<file path="src/rtl/refseq_pkg.sv">
package refseq_pkg;

  typedef enum logic [2:0] {
    S_IDLE,
    S_CAS_LEAD,
    S_RAS_HOLD,
    S_RAS_TAIL,
    S_PRECH
  } seqState_t;

  // phaseSel: 0 column lead, 1 column hold, 2 row tail, 3 precharge
  typedef struct packed {
    logic       phaseLoad;
    logic [1:0] phaseSel;
    logic       cycleDone;
  } seqCtl_t;

  function automatic int nsToCyc(input int ns, input int mhz);
    int c;
    c = (ns * mhz + 999) / 1000;
    return (c < 1) ? 1 : c;
  endfunction

endpackage

</file>
<file path="src/rtl/refseq_datapath.sv">
module refseq_datapath
  import refseq_pkg::*;
#(
  parameter int PWR_CYC      = 20000,
  parameter int REFI_CYC     = 1562,
  parameter int WARMUP       = 8,
  parameter int MAX_POSTPONE = 8,
  parameter int CSR_CYC      = 1,
  parameter int CHR_CYC      = 1,
  parameter int TAIL_CYC     = 4,
  parameter int RP_CYC       = 3
) (
  input  logic    clk,
  input  logic    rstN,
  input  seqCtl_t ctl,
  output logic    phaseZero,
  output logic    busReq,
  output logic    initDone
);

  localparam int MAXPH = (CSR_CYC > CHR_CYC ? CSR_CYC : CHR_CYC) > (TAIL_CYC > RP_CYC ? TAIL_CYC : RP_CYC)
                       ? (CSR_CYC > CHR_CYC ? CSR_CYC : CHR_CYC) : (TAIL_CYC > RP_CYC ? TAIL_CYC : RP_CYC);
  localparam int PH_W  = $clog2(MAXPH + 1);
  localparam int PW_W  = $clog2(PWR_CYC + 1);
  localparam int RI_W  = $clog2(REFI_CYC + 1);
  localparam int BL_W  = $clog2(MAX_POSTPONE + 1);
  localparam int WU_W  = $clog2(WARMUP + 1);

  logic [PH_W-1:0] phaseCnt, phaseVal;
  logic [PW_W-1:0] pwrCnt;
  logic [RI_W-1:0] refiCnt;
  logic [BL_W-1:0] backlog;
  logic [WU_W-1:0] warmLeft;
  logic            waitDone, tick, decBacklog;

  // phase counter shared by every step of the cycle
  always_comb begin
    unique case (ctl.phaseSel)
      2'd0:    phaseVal = PH_W'(CSR_CYC - 1);
      2'd1:    phaseVal = PH_W'(CHR_CYC - 1);
      2'd2:    phaseVal = PH_W'(TAIL_CYC - 1);
      default: phaseVal = PH_W'(RP_CYC - 1);
    endcase
  end

  always_ff @(posedge clk) begin
    if (!rstN)               phaseCnt <= '0;
    else if (ctl.phaseLoad)  phaseCnt <= phaseVal;
    else if (phaseCnt != '0) phaseCnt <= phaseCnt - 1'b1;
  end
  assign phaseZero = (phaseCnt == '0);

  // power-up pause
  always_ff @(posedge clk) begin
    if (!rstN)                        pwrCnt <= '0;
    else if (pwrCnt != PW_W'(PWR_CYC)) pwrCnt <= pwrCnt + 1'b1;
  end
  assign waitDone = (pwrCnt == PW_W'(PWR_CYC));

  // warm-up count
  always_ff @(posedge clk) begin
    if (!rstN)                                  warmLeft <= WU_W'(WARMUP);
    else if (ctl.cycleDone && warmLeft != '0)   warmLeft <= warmLeft - 1'b1;
  end
  assign initDone = waitDone && (warmLeft == '0);

  // interval timer, running once ready
  always_ff @(posedge clk) begin
    if (!rstN || !initDone)                    refiCnt <= '0;
    else if (refiCnt == RI_W'(REFI_CYC - 1))   refiCnt <= '0;
    else                                       refiCnt <= refiCnt + 1'b1;
  end
  assign tick = initDone && (refiCnt == RI_W'(REFI_CYC - 1));

  // saturating backlog of owed refreshes
  assign decBacklog = ctl.cycleDone && initDone;
  always_ff @(posedge clk) begin
    if (!rstN) backlog <= '0;
    else if (tick && !decBacklog) begin
      if (backlog != BL_W'(MAX_POSTPONE)) backlog <= backlog + 1'b1;
    end else if (decBacklog && !tick && backlog != '0) begin
      backlog <= backlog - 1'b1;
    end
  end

  assign busReq = (backlog != '0) || (waitDone && warmLeft != '0);


  backlog_sat_chk: assert property (@(posedge clk) disable iff (!rstN)
    backlog <= BL_W'(MAX_POSTPONE));

  init_sticky_chk: assert property (@(posedge clk) disable iff (!rstN)
    initDone |=> initDone);

  req_drop_chk: assert property (@(posedge clk) disable iff (!rstN)
    $fell(busReq) |-> $past(ctl.cycleDone));

endmodule

</file>
<file path="src/rtl/refseq_ctrl.sv">
module refseq_ctrl
  import refseq_pkg::*;
#(
  parameter int NUM_CAS = 4
) (
  input  logic               clk,
  input  logic               rstN,
  input  logic               busReq,
  input  logic               busGnt,
  input  logic               phaseZero,
  output seqCtl_t            ctl,
  output logic               drvEn,
  output logic               rasN,
  output logic [NUM_CAS-1:0] casN,
  output logic               weN
);

  seqState_t state, nextState;

  always_comb begin
    nextState     = state;
    ctl           = '0;
    unique case (state)
      S_IDLE: if (busReq && busGnt) begin
        nextState    = S_CAS_LEAD;
        ctl.phaseLoad = 1'b1;
        ctl.phaseSel  = 2'd0;
      end
      S_CAS_LEAD: if (phaseZero) begin
        nextState    = S_RAS_HOLD;
        ctl.phaseLoad = 1'b1;
        ctl.phaseSel  = 2'd1;
      end
      S_RAS_HOLD: if (phaseZero) begin
        nextState    = S_RAS_TAIL;
        ctl.phaseLoad = 1'b1;
        ctl.phaseSel  = 2'd2;
      end
      S_RAS_TAIL: if (phaseZero) begin
        nextState    = S_PRECH;
        ctl.phaseLoad = 1'b1;
        ctl.phaseSel  = 2'd3;
      end
      S_PRECH: if (phaseZero) begin
        nextState     = S_IDLE;
        ctl.cycleDone = 1'b1;
      end
      default: nextState = S_IDLE;
    endcase
  end

  always_ff @(posedge clk) begin
    if (!rstN) state <= S_IDLE;
    else       state <= nextState;
  end

  assign drvEn = (state != S_IDLE);
  assign rasN  = !(state == S_RAS_HOLD || state == S_RAS_TAIL);
  assign casN  = (state == S_CAS_LEAD || state == S_RAS_HOLD) ? '0 : '1;
  assign weN   = 1'b1;


  ras_after_cas_chk: assert property (@(posedge clk) disable iff (!rstN)
    $fell(rasN) |-> (casN == '0) && ($past(casN) == '0));

  start_lead_chk: assert property (@(posedge clk) disable iff (!rstN)
    $rose(drvEn) |-> rasN && (casN == '0));

  owner_chk: assert property (@(posedge clk) disable iff (!rstN)
    $rose(drvEn) |-> $past(busGnt) && $past(busReq));

endmodule

</file>
<file path="src/rtl/dram_refresh_seq.sv">
module dram_refresh_seq
  import refseq_pkg::*;
#(
  parameter int CLK_MHZ      = 100,
  parameter int POWERUP_US   = 200,
  parameter int ROWS         = 2048,
  parameter int RETENTION_MS = 32,
  parameter int WARMUP       = 8,
  parameter int MAX_POSTPONE = 8,
  parameter int NUM_CAS      = 4,
  parameter int T_CSR_NS     = 5,
  parameter int T_CHR_NS     = 10,
  parameter int T_WSU_NS     = 10,
  parameter int T_WHD_NS     = 10,
  parameter int T_RAS_NS     = 50,
  parameter int T_RP_NS      = 30
) (
  input  logic               clk,
  input  logic               rstN,
  input  logic               busGnt,
  output logic               busReq,
  output logic               drvEn,
  output logic               rasN,
  output logic [NUM_CAS-1:0] casN,
  output logic               weN,
  output logic               initDone
);

  localparam int CSR_A    = nsToCyc(T_CSR_NS, CLK_MHZ);
  localparam int CSR_B    = nsToCyc(T_WSU_NS, CLK_MHZ);
  localparam int CHR_A    = nsToCyc(T_CHR_NS, CLK_MHZ);
  localparam int CHR_B    = nsToCyc(T_WHD_NS, CLK_MHZ);
  localparam int CSR_CYC  = CSR_A > CSR_B ? CSR_A : CSR_B;
  localparam int CHR_CYC  = CHR_A > CHR_B ? CHR_A : CHR_B;
  localparam int RAS_CYC  = nsToCyc(T_RAS_NS, CLK_MHZ);
  localparam int RP_CYC   = nsToCyc(T_RP_NS, CLK_MHZ);
  localparam int TAIL_CYC = RAS_CYC > CHR_CYC ? RAS_CYC - CHR_CYC : 1;
  localparam int PWR_CYC  = POWERUP_US * CLK_MHZ;
  localparam int REFI_CYC = (RETENTION_MS * 1000 * CLK_MHZ) / ROWS;

  seqCtl_t ctl;
  logic    phaseZero;

  refseq_datapath #(
    .PWR_CYC(PWR_CYC), .REFI_CYC(REFI_CYC), .WARMUP(WARMUP),
    .MAX_POSTPONE(MAX_POSTPONE), .CSR_CYC(CSR_CYC), .CHR_CYC(CHR_CYC),
    .TAIL_CYC(TAIL_CYC), .RP_CYC(RP_CYC)
  ) i_datapath (
    .clk(clk), .rstN(rstN), .ctl(ctl), .phaseZero(phaseZero),
    .busReq(busReq), .initDone(initDone)
  );

  refseq_ctrl #(.NUM_CAS(NUM_CAS)) i_ctrl (
    .clk(clk), .rstN(rstN), .busReq(busReq), .busGnt(busGnt),
    .phaseZero(phaseZero), .ctl(ctl), .drvEn(drvEn), .rasN(rasN),
    .casN(casN), .weN(weN)
  );

endmodule

</file>
<file path="config.mk">
export PLATFORM = sky130hd
export DESIGN_NAME = dram_refresh_seq
export DESIGN_NICKNAME = d
export VERILOG_FILES = /design/src/rtl/refseq_pkg.sv /design/src/rtl/refseq_datapath.sv /design/src/rtl/refseq_ctrl.sv /design/src/rtl/dram_refresh_seq.sv
export SDC_FILE = /design/constraint.sdc
export NUM_CORES = 1
export LEC_CHECK = 0
export ABC_AREA = 1
export BUFFER_PORTS_ARGS = -buffer_cell sky130_fd_sc_hd__buf_2
export CAP_MARGIN = 20
export CORE_UTILIZATION = 40
export CTS_BUF_LIST = sky130_fd_sc_hd__clkbuf_8
export DETAILED_ROUTE_END_ITERATION = 8
export PLACE_DENSITY = 0.54
export RECOVER_POWER = 25
export SLEW_MARGIN = 5
export SYNTH_ARGS = -nofsm -noshare
export SYNTH_HDL_FRONTEND = slang
export SYNTH_HIERARCHICAL = 1
export SYNTH_SLANG_ARGS = --single-unit
</file>
<file path="constraint.sdc">
create_clock -name clk -period 7.3 [get_ports clk]
set_clock_uncertainty 0.2 [all_clocks]
set_input_delay 0.365 -clock clk [delete_from_list [all_inputs] [get_ports clk]]
set_output_delay 0.365 -clock clk [all_outputs]
set_load 0.1 [all_outputs]
</file>
-- Word-level counts from Yosys, hierarchy flattened
Cells that the tools add are included.
W data, S select, Z words.
- add/sub/neg operators: 6
- eq/ne operators: 16
- muxes and demuxes: 20
- reduce and logical (&&, ||, !) cells: 32
- operator list (cell ; count):
    $mux W3 ; 11
    $mux W4 ; 4
    $add A15 B1 Y15 const B ; 1
    $eq A15 B15 Y1 const B ; 1
    $ne A15 B15 Y1 const B ; 1
    $pmux W3 S5 ; 1
    $pmux W3 S4 ; 1
    $add A11 B1 Y11 const B ; 1
    $eq A11 B11 Y1 const B ; 1
    $ne A2 B1 Y1 const B ; 5
    $logic_and A1 B1 Y1 ; 9
    $reduce_bool A4 Y1 ; 2
    $sub A4 B1 Y4 const B ; 2
    $eq A3 B2 Y1 const B ; 2
    $logic_not A3 Y1 ; 2
    $reduce_bool A3 Y1 ; 2
    $logic_not A1 Y1 ; 5
    $reduce_and A5 Y1 ; 1
    $add A4 B1 Y4 const B ; 1
    $logic_not A4 Y1 ; 1
    $logic_or A1 B1 Y1 ; 4
    $ne A4 B4 Y1 const B ; 1
    $pmux W2 S2 ; 1
    $reduce_bool A2 Y1 ; 2
    other kinds (10) ; 12
- register bits after elaboration: 40
- output and inout port bits: 9
- word-level logic and storage cells: 80

-- Logic depth before layout (Yosys ltp)
Gate-level depths: netlist of run 1.
- depth in word-level cells: 10
- mapped depth: 19
- depth with buffers taken out: 19

-- Hierarchy
Netlist of run 1, hierarchy kept.
- modules (own cells, without submodules) (module ; times used ; cells each ; area an instance (um^2) ; seq. area each (um^2)):
    refseq_datapath ; 1 ; 274 ; 1985.7 ; 740.7
    refseq_ctrl ; 1 ; 42 ; 259.0 ; 60.1

-- Worst setup path before layout of run 1
Ideal clock, no wire load.
- path type: register -> register
- start point: register i_datapath.pwrCnt[0]
- end point: register i_datapath.phaseCnt[0]
- library setup time: 0.086 ns
- arrival time: 3.251 ns
- required time: 7.014 ns
- path slack: 3.762 ns
- stages on the path, launching flop included: 15
- period minus slack after synthesis: 3.538 ns
- path through: dfxtp_1 -> inv_1 -> ha_1 -> nand2_1 -> inv_1 -> nand2_1 -> nor2_2 -> nand2_4 -> o21bai_1 -> nand2_1 -> o22ai_1 -> nand2_1 -> o22ai_1 -> nor2_1 -> a211oi_1
- RTL lines (what ; RTL line ; text):
    start, declared ; refseq_datapath.sv:30 ; logic [PW_W-1:0] pwrCnt;
    start signal, assigned ; refseq_datapath.sv:56 ; else if (pwrCnt != PW_W'(PWR_CYC)) pwrCnt <= pwrCnt + 1'b1;
    end signal, assigned ; refseq_datapath.sv:48 ; else if (ctl.phaseLoad) phaseCnt <= phaseVal;
    end signal, assigned ; refseq_datapath.sv:49 ; else if (phaseCnt != '0) phaseCnt <= phaseCnt - 1'b1;
    end, declared ; refseq_datapath.sv:29 ; logic [PH_W-1:0] phaseCnt, phaseVal;

==> results of run 1 <==
[Yosys cell counts, types with 4 or more instances]
cell type / count
nor2_2: 5
nor3_1: 7
o21ai_0: 16
nand2_1: 48
nor2_1: 48
xor2_1: 6
buf_4: 4
o21ai_1: 5
nand4_1: 5
dfxtp_1: 40
ha_1: 10
inv_1: 36
a21oi_1: 22
inv_2: 11
nand3_1: 18
[worst paths after layout]
| kind | from | endpoint | slack [ps] | cells after the start |
|---|---|---|---|---|
| worst max-delay path | i_datapath/phaseCnt[0]$_SDFFE_PN0P_ | i_datapath/backlog[3]$_SDFFE_PN0P_ | 4540 | 18 |
| worst min-delay path | i_datapath/warmLeft[0]$_SDFFE_PN0P_ | i_datapath/warmLeft[0]$_SDFFE_PN0P_ | 270 | 1 |
| worst min register to register | i_datapath/warmLeft[0]$_SDFFE_PN0P_ | i_datapath/warmLeft[0]$_SDFFE_PN0P_ | 270 | 1 |
| worst max register to register | i_datapath/phaseCnt[0]$_SDFFE_PN0P_ | i_datapath/backlog[3]$_SDFFE_PN0P_ | 4540 | 18 |
[sequential cells by signal, indices dropped and copies added (netlist names)]
register             flops
i_ctrl/state             3
i_datapath/phaseCnt      3
i_datapath/backlog       4
i_datapath/pwrCnt       15
i_datapath/warmLeft      4
i_datapath/refiCnt      11
[metrics by stage]
stage	setup WS (ps)	cells
after floorplan	3760	316
after global placement	4770	390
after detailed placement	4760	390
after CTS	4740	398
after global routing	4210	398
final	4540	398
[power by group through the flow]
| stage | combinational (W) | clock [W] | sequential (W) |
|---|---|---|---|
| detailed placement | 0.0000107 | 0 | 0.000226 |
| CTS | 0.0000107 | 0.000188 | 0.000221 |
| finish | 0.0000104 | 0.000180 | 0.000221 |
| global route | 0.0000118 | 0.000195 | 0.000221 |
| global placement | 0.0000108 | 0 | 0.000226 |
| floorplan | 0.00000892 | 0 | 0.000225 |
[critical path: cells and delay by family, from the launching register on]
family / cells / cell delay (ps)
simple gates: 11 / 1050
fa+ha+maj: 2 / 410
buf+inv: 4 / 530
flops: 1 / 320
compound gates: 1 / 190
[cells by family (layout without fill, tap and decap cells)]
| family | Yosys count | count (layout) | synth area share, % |
|---|---|---|---|
| buffers and inverters | 56 | 68 | 10.1 |
| AO/OA/AOI/OAI | 54 | 54 | 13.2 |
| flip-flops | 40 | 40 | 35.7 |
| XOR/XNOR | 7 | 7 | 2.73 |
| adder cells (fa/ha/maj) | 11 | 11 | 6.47 |
| AND/OR/NAND/NOR | 147 | 147 | 31.6 |
| other | 1 | 1 | 0.167 |
[final cells by class]
| class | instances | area (um2) | area share (%) |
|---|---|---|---|
| clock buffer | 5 | 68.8 | 2.83 |
| clock inverter | 3 | 38.8 | 1.60 |
| inverter | 50 | 189 | 7.78 |
| multi-input combinational | 220 | 1200 | 49.2 |
| sequential | 40 | 801 | 33.0 |
| tap | 70 | 87.6 | 3.60 |
| timing repair buffer | 10 | 48.8 | 2.01 |
[layer usage]
layer,vias up,routed length [um]
li1,1037,-
met5,-,0
met2,19,1720
met1,795,2210
met3,8,124
met4,0,82
==> flow_metrics.env, run 1 <==
export IMPL_status="finished, final reports clean"
export IMPL_cts_tree="done"
export IMPL_p_int_w=0.000322
export IMPL_drive_above_1_share_pct=13.7
export IMPL_yosys_warnings=6
export IMPL_finalNetCount=341
export IMPL_die_x_um=76.9
export IMPL_clk_pin_slew_ps=80
export IMPL_grt_util_met3_pct=3.93
export IMPL_synthArstFlopShare_pct=0
export IMPL_swShare_pct=21.6
export IMPL_wl_per_cell_um=10.4
export IMPL_rsz0062_at_grt="no"
export IMPL_route_detailed_drc=0
export IMPL_mostFrequentLayoutCell="nor2_1"
export IMPL_path_cells="inv_1, ha_1, nand2_1, inv_1, clkinvlp_2, nor2_1, nor2_2, nand2_4, ha_1, nand2_1, nand2_1, a31oi_1, inv_1, nand2_2, nand2_1, nor2_1, nor2_1, nor2_1"
export IMPL_yosysTopAreaCellShare_pct=35.7
export IMPL_drt_total_wl_um=4140
export IMPL_area_growth_pct=8.25
export IMPL_synth_seq_cells=40
export IMPL_place_congestion=0.748
export IMPL_cts_resized=0
export IMPL_pwr_share_comb_pct=2.5
export IMPL_tightest_slew_ps=953
export IMPL_grt_first_pass_wirelength_um=7350
export IMPL_relSlewSlack_pct=36.4
export IMPL_final_cell_mix="nor2_1, nand2_1, dfxtp_1"
export IMPL_crit_required_ps=7340
export IMPL_antenna_found_initial=0
export IMPL_p_clk_share_pct=43.8
export IMPL_setup_viol=0
export IMPL_critPathCaptureType="register"
export IMPL_grt_overflow_total=0
export IMPL_clkLatencyLatePin_ps=300
export IMPL_post_route_min_period_ps=2760
export IMPL_hold_buffers=0
export IMPL_cts_buffers=5
export IMPL_grt_max_degree=23
export IMPL_path_class="register to register"
export IMPL_setup_tns_ps=0
export IMPL_synth_nets=330
export IMPL_ys_seq_area_share_pct=35.7
export IMPL_syn_inst=316
export IMPL_die_area_um2=5920
export IMPL_finalHoldViolations=0
export IMPL_syn_avg_cell_area_um2=7.10
export IMPL_final_cell_area_um2=2430
export IMPL_busiest_layer="met2"
export IMPL_cp_max_fo=6
export IMPL_htree_levels=2
export IMPL_use_met1_pct=20.7
export IMPL_yosys_top_cells_area="dfxtp_1, nand2_1, nor2_1"
export IMPL_max_clock_path_buffers=2
export IMPL_n_fill_cell=574
export IMPL_p_per_area_nw_per_um2=169
export IMPL_cts_sinks=40
export IMPL_synth_top_area_cell="dfxtp_1"
export IMPL_ir_drop_uv=80.3
export IMPL_via_per_inst=4.67
export IMPL_dieHeight_um=76.9
export IMPL_grt_pass1_vias=1632
export IMPL_placed_cell_area_um2=2340
export IMPL_period_share_pct=37.9
export IMPL_p_seq_share_pct=53.7
export IMPL_synth_cell_type_count=39
export IMPL_rows=26
export IMPL_finalPower_w=0.000411
export IMPL_grt_util_all_layers_pct=15.7
export IMPL_synth_edf_count=0
export IMPL_clock_root_buffer="clkbuf_8"
export IMPL_hold_class="register to register"
export IMPL_maxCapViolCount=0
export IMPL_switching_power_w=0.0000888
export IMPL_drtAntennaViolNets=0
export IMPL_p_leak_nw=1.01
export IMPL_slowest_delay_ps=330
export IMPL_num_vias=1859
export IMPL_synthesis_area_um2=2240
export IMPL_finish_utilization_pct=46.1
export IMPL_dpl_hpwl_um=3070
export IMPL_numPortBuffers=10
export IMPL_drv_slew=0
export IMPL_ios=12
export IMPL_synthFlopType="dfxtp_1"
export IMPL_coreArea_um2=5270
export IMPL_hold_ws_ps=267
export IMPL_cpMaxStageDelayCell="nor2_1"
export IMPL_start_util_pct=42.6
export IMPL_cts_setup_buffers=0
export IMPL_fmax_mhz=362
export IMPL_arrival_ps=2810
export IMPL_cp_start_kind="register"
export IMPL_dr_first_iter_drc_count=96
export IMPL_dr_pass1_iters=4
export IMPL_diodes=0
export IMPL_grtUsageMet2_pct=23.7
(Power assumes the default switching activity.)
==> inputs of run 2 (changes only) <==
PLACE_DENSITY = 0.56   (was 0.54)
clock period = 2.21 ns   (was 7.3 ns; I/O delays follow)
==> run 2 against run 1 <==
Effect of this change:
- combinational power rose to 5.2 times the previous value
- the run now ends with setup timing left
- non-clock buffer count rose by 36
- critical endpoint unchanged
- highest routed layer unchanged
- clock power rose to 2.9 times the previous value
- core utilization rose by 9.0 points
- sequential share of layout area fell by 5.2 points
- routed wire length rose by 13%
==> flow_metrics.env, run 2 (same netlist as run 1, synthesis figures left out) <==
export IMPL_status="finished with violations"
export IMPL_violations="setup timing"
export IMPL_cp_max_fo=3
export IMPL_route_detailed_drc=0
export IMPL_drtAntennaViolNets=0
export IMPL_critPathCaptureType="register"
export IMPL_dr_first_iter_drc_count=57
export IMPL_final_cell_area_um2=2900
export IMPL_largest_reg_flops=15
export IMPL_slowest_delay_ps=320
export IMPL_worstHoldStart="busGnt"
export IMPL_dpl_hpwl_um=3360
export IMPL_setup_viol=2
export IMPL_place_congestion=0.815
export IMPL_start_util_pct=42.6
export IMPL_rows=26
export IMPL_finalHoldViolations=0
export IMPL_finalNetCount=377
export IMPL_finish_utilization_pct=55.1
export IMPL_hold_class="input port to register"
export IMPL_ios=12
export IMPL_grtUsageMet2_pct=27.2
export IMPL_dieHeight_um=76.9
export IMPL_area_growth_pct=29.4
export IMPL_cp_start_kind="register"
export IMPL_reg_top3="i_datapath/pwrCnt: 15 flops, i_datapath/refiCnt: 11 flops"
export IMPL_die_area_um2=5920
export IMPL_num_vias=2056
export IMPL_period_share_pct=102
export IMPL_place_ws_ps=-62.9
export IMPL_ir_drop_uv=302
export IMPL_via_per_inst=4.74
export IMPL_clk_pin_slew_ps=80
export IMPL_mostFrequentLayoutCell="nor2_1"
export IMPL_numPortBuffers=10
export IMPL_grt_overflow_total=0
export IMPL_htree_levels=2
export IMPL_setup_tns_ps=-74.0
export IMPL_cts_buffers=5
export IMPL_cpMaxStageDelayCell="dfxtp_2"
export IMPL_p_per_area_nw_per_um2=447
export IMPL_diodes=0
export IMPL_regMostFlops="i_datapath/pwrCnt"
export IMPL_grt_max_degree=20
export IMPL_drive_above_1_share_pct=31.6
export IMPL_dr_pass1_iters=4
export IMPL_placed_cell_area_um2=2650
export IMPL_die_x_um=76.9
export IMPL_wl_per_cell_um=10.7
export IMPL_setup_slack_ps=-43.0
export IMPL_crit_required_ps=2200
export IMPL_grt_first_pass_wirelength_um=8000
export IMPL_post_route_min_period_ps=2250
export IMPL_max_clock_path_buffers=2
export IMPL_rsz0062_at_grt="yes"
export IMPL_clock_root_buffer="clkbuf_8"
export IMPL_grt_util_met3_pct=3.57
export IMPL_grt_util_all_layers_pct=16.9
export IMPL_maxCapViolCount=0
export IMPL_arrival_ps=2250
export IMPL_use_met1_pct=21.4
export IMPL_cts_tree="done"
export IMPL_clkLatencyLatePin_ps=300
export IMPL_cts_sinks=40
export IMPL_antenna_found_initial=0
export IMPL_p_leak_nw=1.24
export IMPL_busiest_layer="met2"
export IMPL_fmax_mhz=444
export IMPL_drv_slew=0
export IMPL_path_class="register to register"
export IMPL_crit_start="i_datapath/refiCnt[1]$_SDFF_PP0_"
export IMPL_rr_startpoint="i_datapath/refiCnt[1]$_SDFF_PP0_"
export IMPL_drt_total_wl_um=4660
export IMPL_final_cell_mix="nor2_1, nand2_1, dfxtp_1"
export IMPL_path_cells="inv_1, ha_2, nand2_1, nor2_1, nand3_2, nor2_4, nand2_4, ha_4, nand2_1, nand2_1, a31oi_2, nand3_1, nand2_1, nor2_1, nor2_1, nor2_1"
export IMPL_grt_pass1_vias=1851
export IMPL_coreArea_um2=5270
==> run 2: timing repair <==
action / in CTS / in global routing
setup endpoints to repair: 2 / 6
pin swaps: 15 / 25
hold endpoints to repair: 2 / 0
cloned: 0 / 0
hold buffers: 1 / 0
gates resized for setup: 9 / 26
buffers inserted: 4 / 3
==> run 2: area by class of cell <==
| cell class | count | area [um2] |
|---|---|---|
| clock inverters | 2 | 10.0 |
| inverters | 50 | 190 |
| fillers | 538 | 2370 |
| multi-input cells | 220 | 1360 |
| well taps | 70 | 87.6 |
| clock buffers | 6 | 82.6 |
| repair buffers | 46 | 364 |
| flip-flops and latches | 40 | 806 |
==> run 2: worst max-delay path, delay by kind of cell (launching register included) <==
family,cells,cell delay [ps]
AOI/OAI and AO/OA,1,170
and+or+nand+nor,12,1010
DFF,1,320
adders and majority gates,2,390
buffers and inverters,1,50
==> run 2: power breakdown <==
part / total, W / leakage, nW / switching (W) / internal, W
clock network: 0.000515 / 0.0510 / 0.000266 / 0.000249
logic: 0.0000540 / 0.860 / 0.0000330 / 0.0000210
registers: 0.000728 / 0.324 / 0.00000306 / 0.000725
total: 0.00130 / 1.24 / 0.000302 / 0.000996
==> run 2: layer usage <==
layer	vias up	share of wire (%)	wire [um]
met5	-	0	0
met4	0	1.8	86
met3	7	2.0	95
met2	11	47	2170
met1	930	49	2310
li1	1108	-	-
==> run 2: path summary, 6_finish.rpt <==
check                                              to  slack [ps]  cells after the start
setup / recovery   i_datapath/backlog[3]$_SDFFE_PN0P_         -40                     16
hold / removal           i_ctrl/state[1]$_SDFFE_PN0P_         180                      6
setup reg to reg   i_datapath/backlog[3]$_SDFFE_PN0P_         -40                     16
hold reg to reg   i_datapath/warmLeft[0]$_SDFFE_PN0P_         250                      1
==> run 2: per-stage QoR <==
step                      power (W)  cells  hold WS, ps
final                       0.00130    434          181
after global routing        0.00134    434          237
after CTS                   0.00132    433          153
after detailed placement   0.000791    420          191
after global placement     0.000791    420          190
after floorplan            0.000775    316         28.0
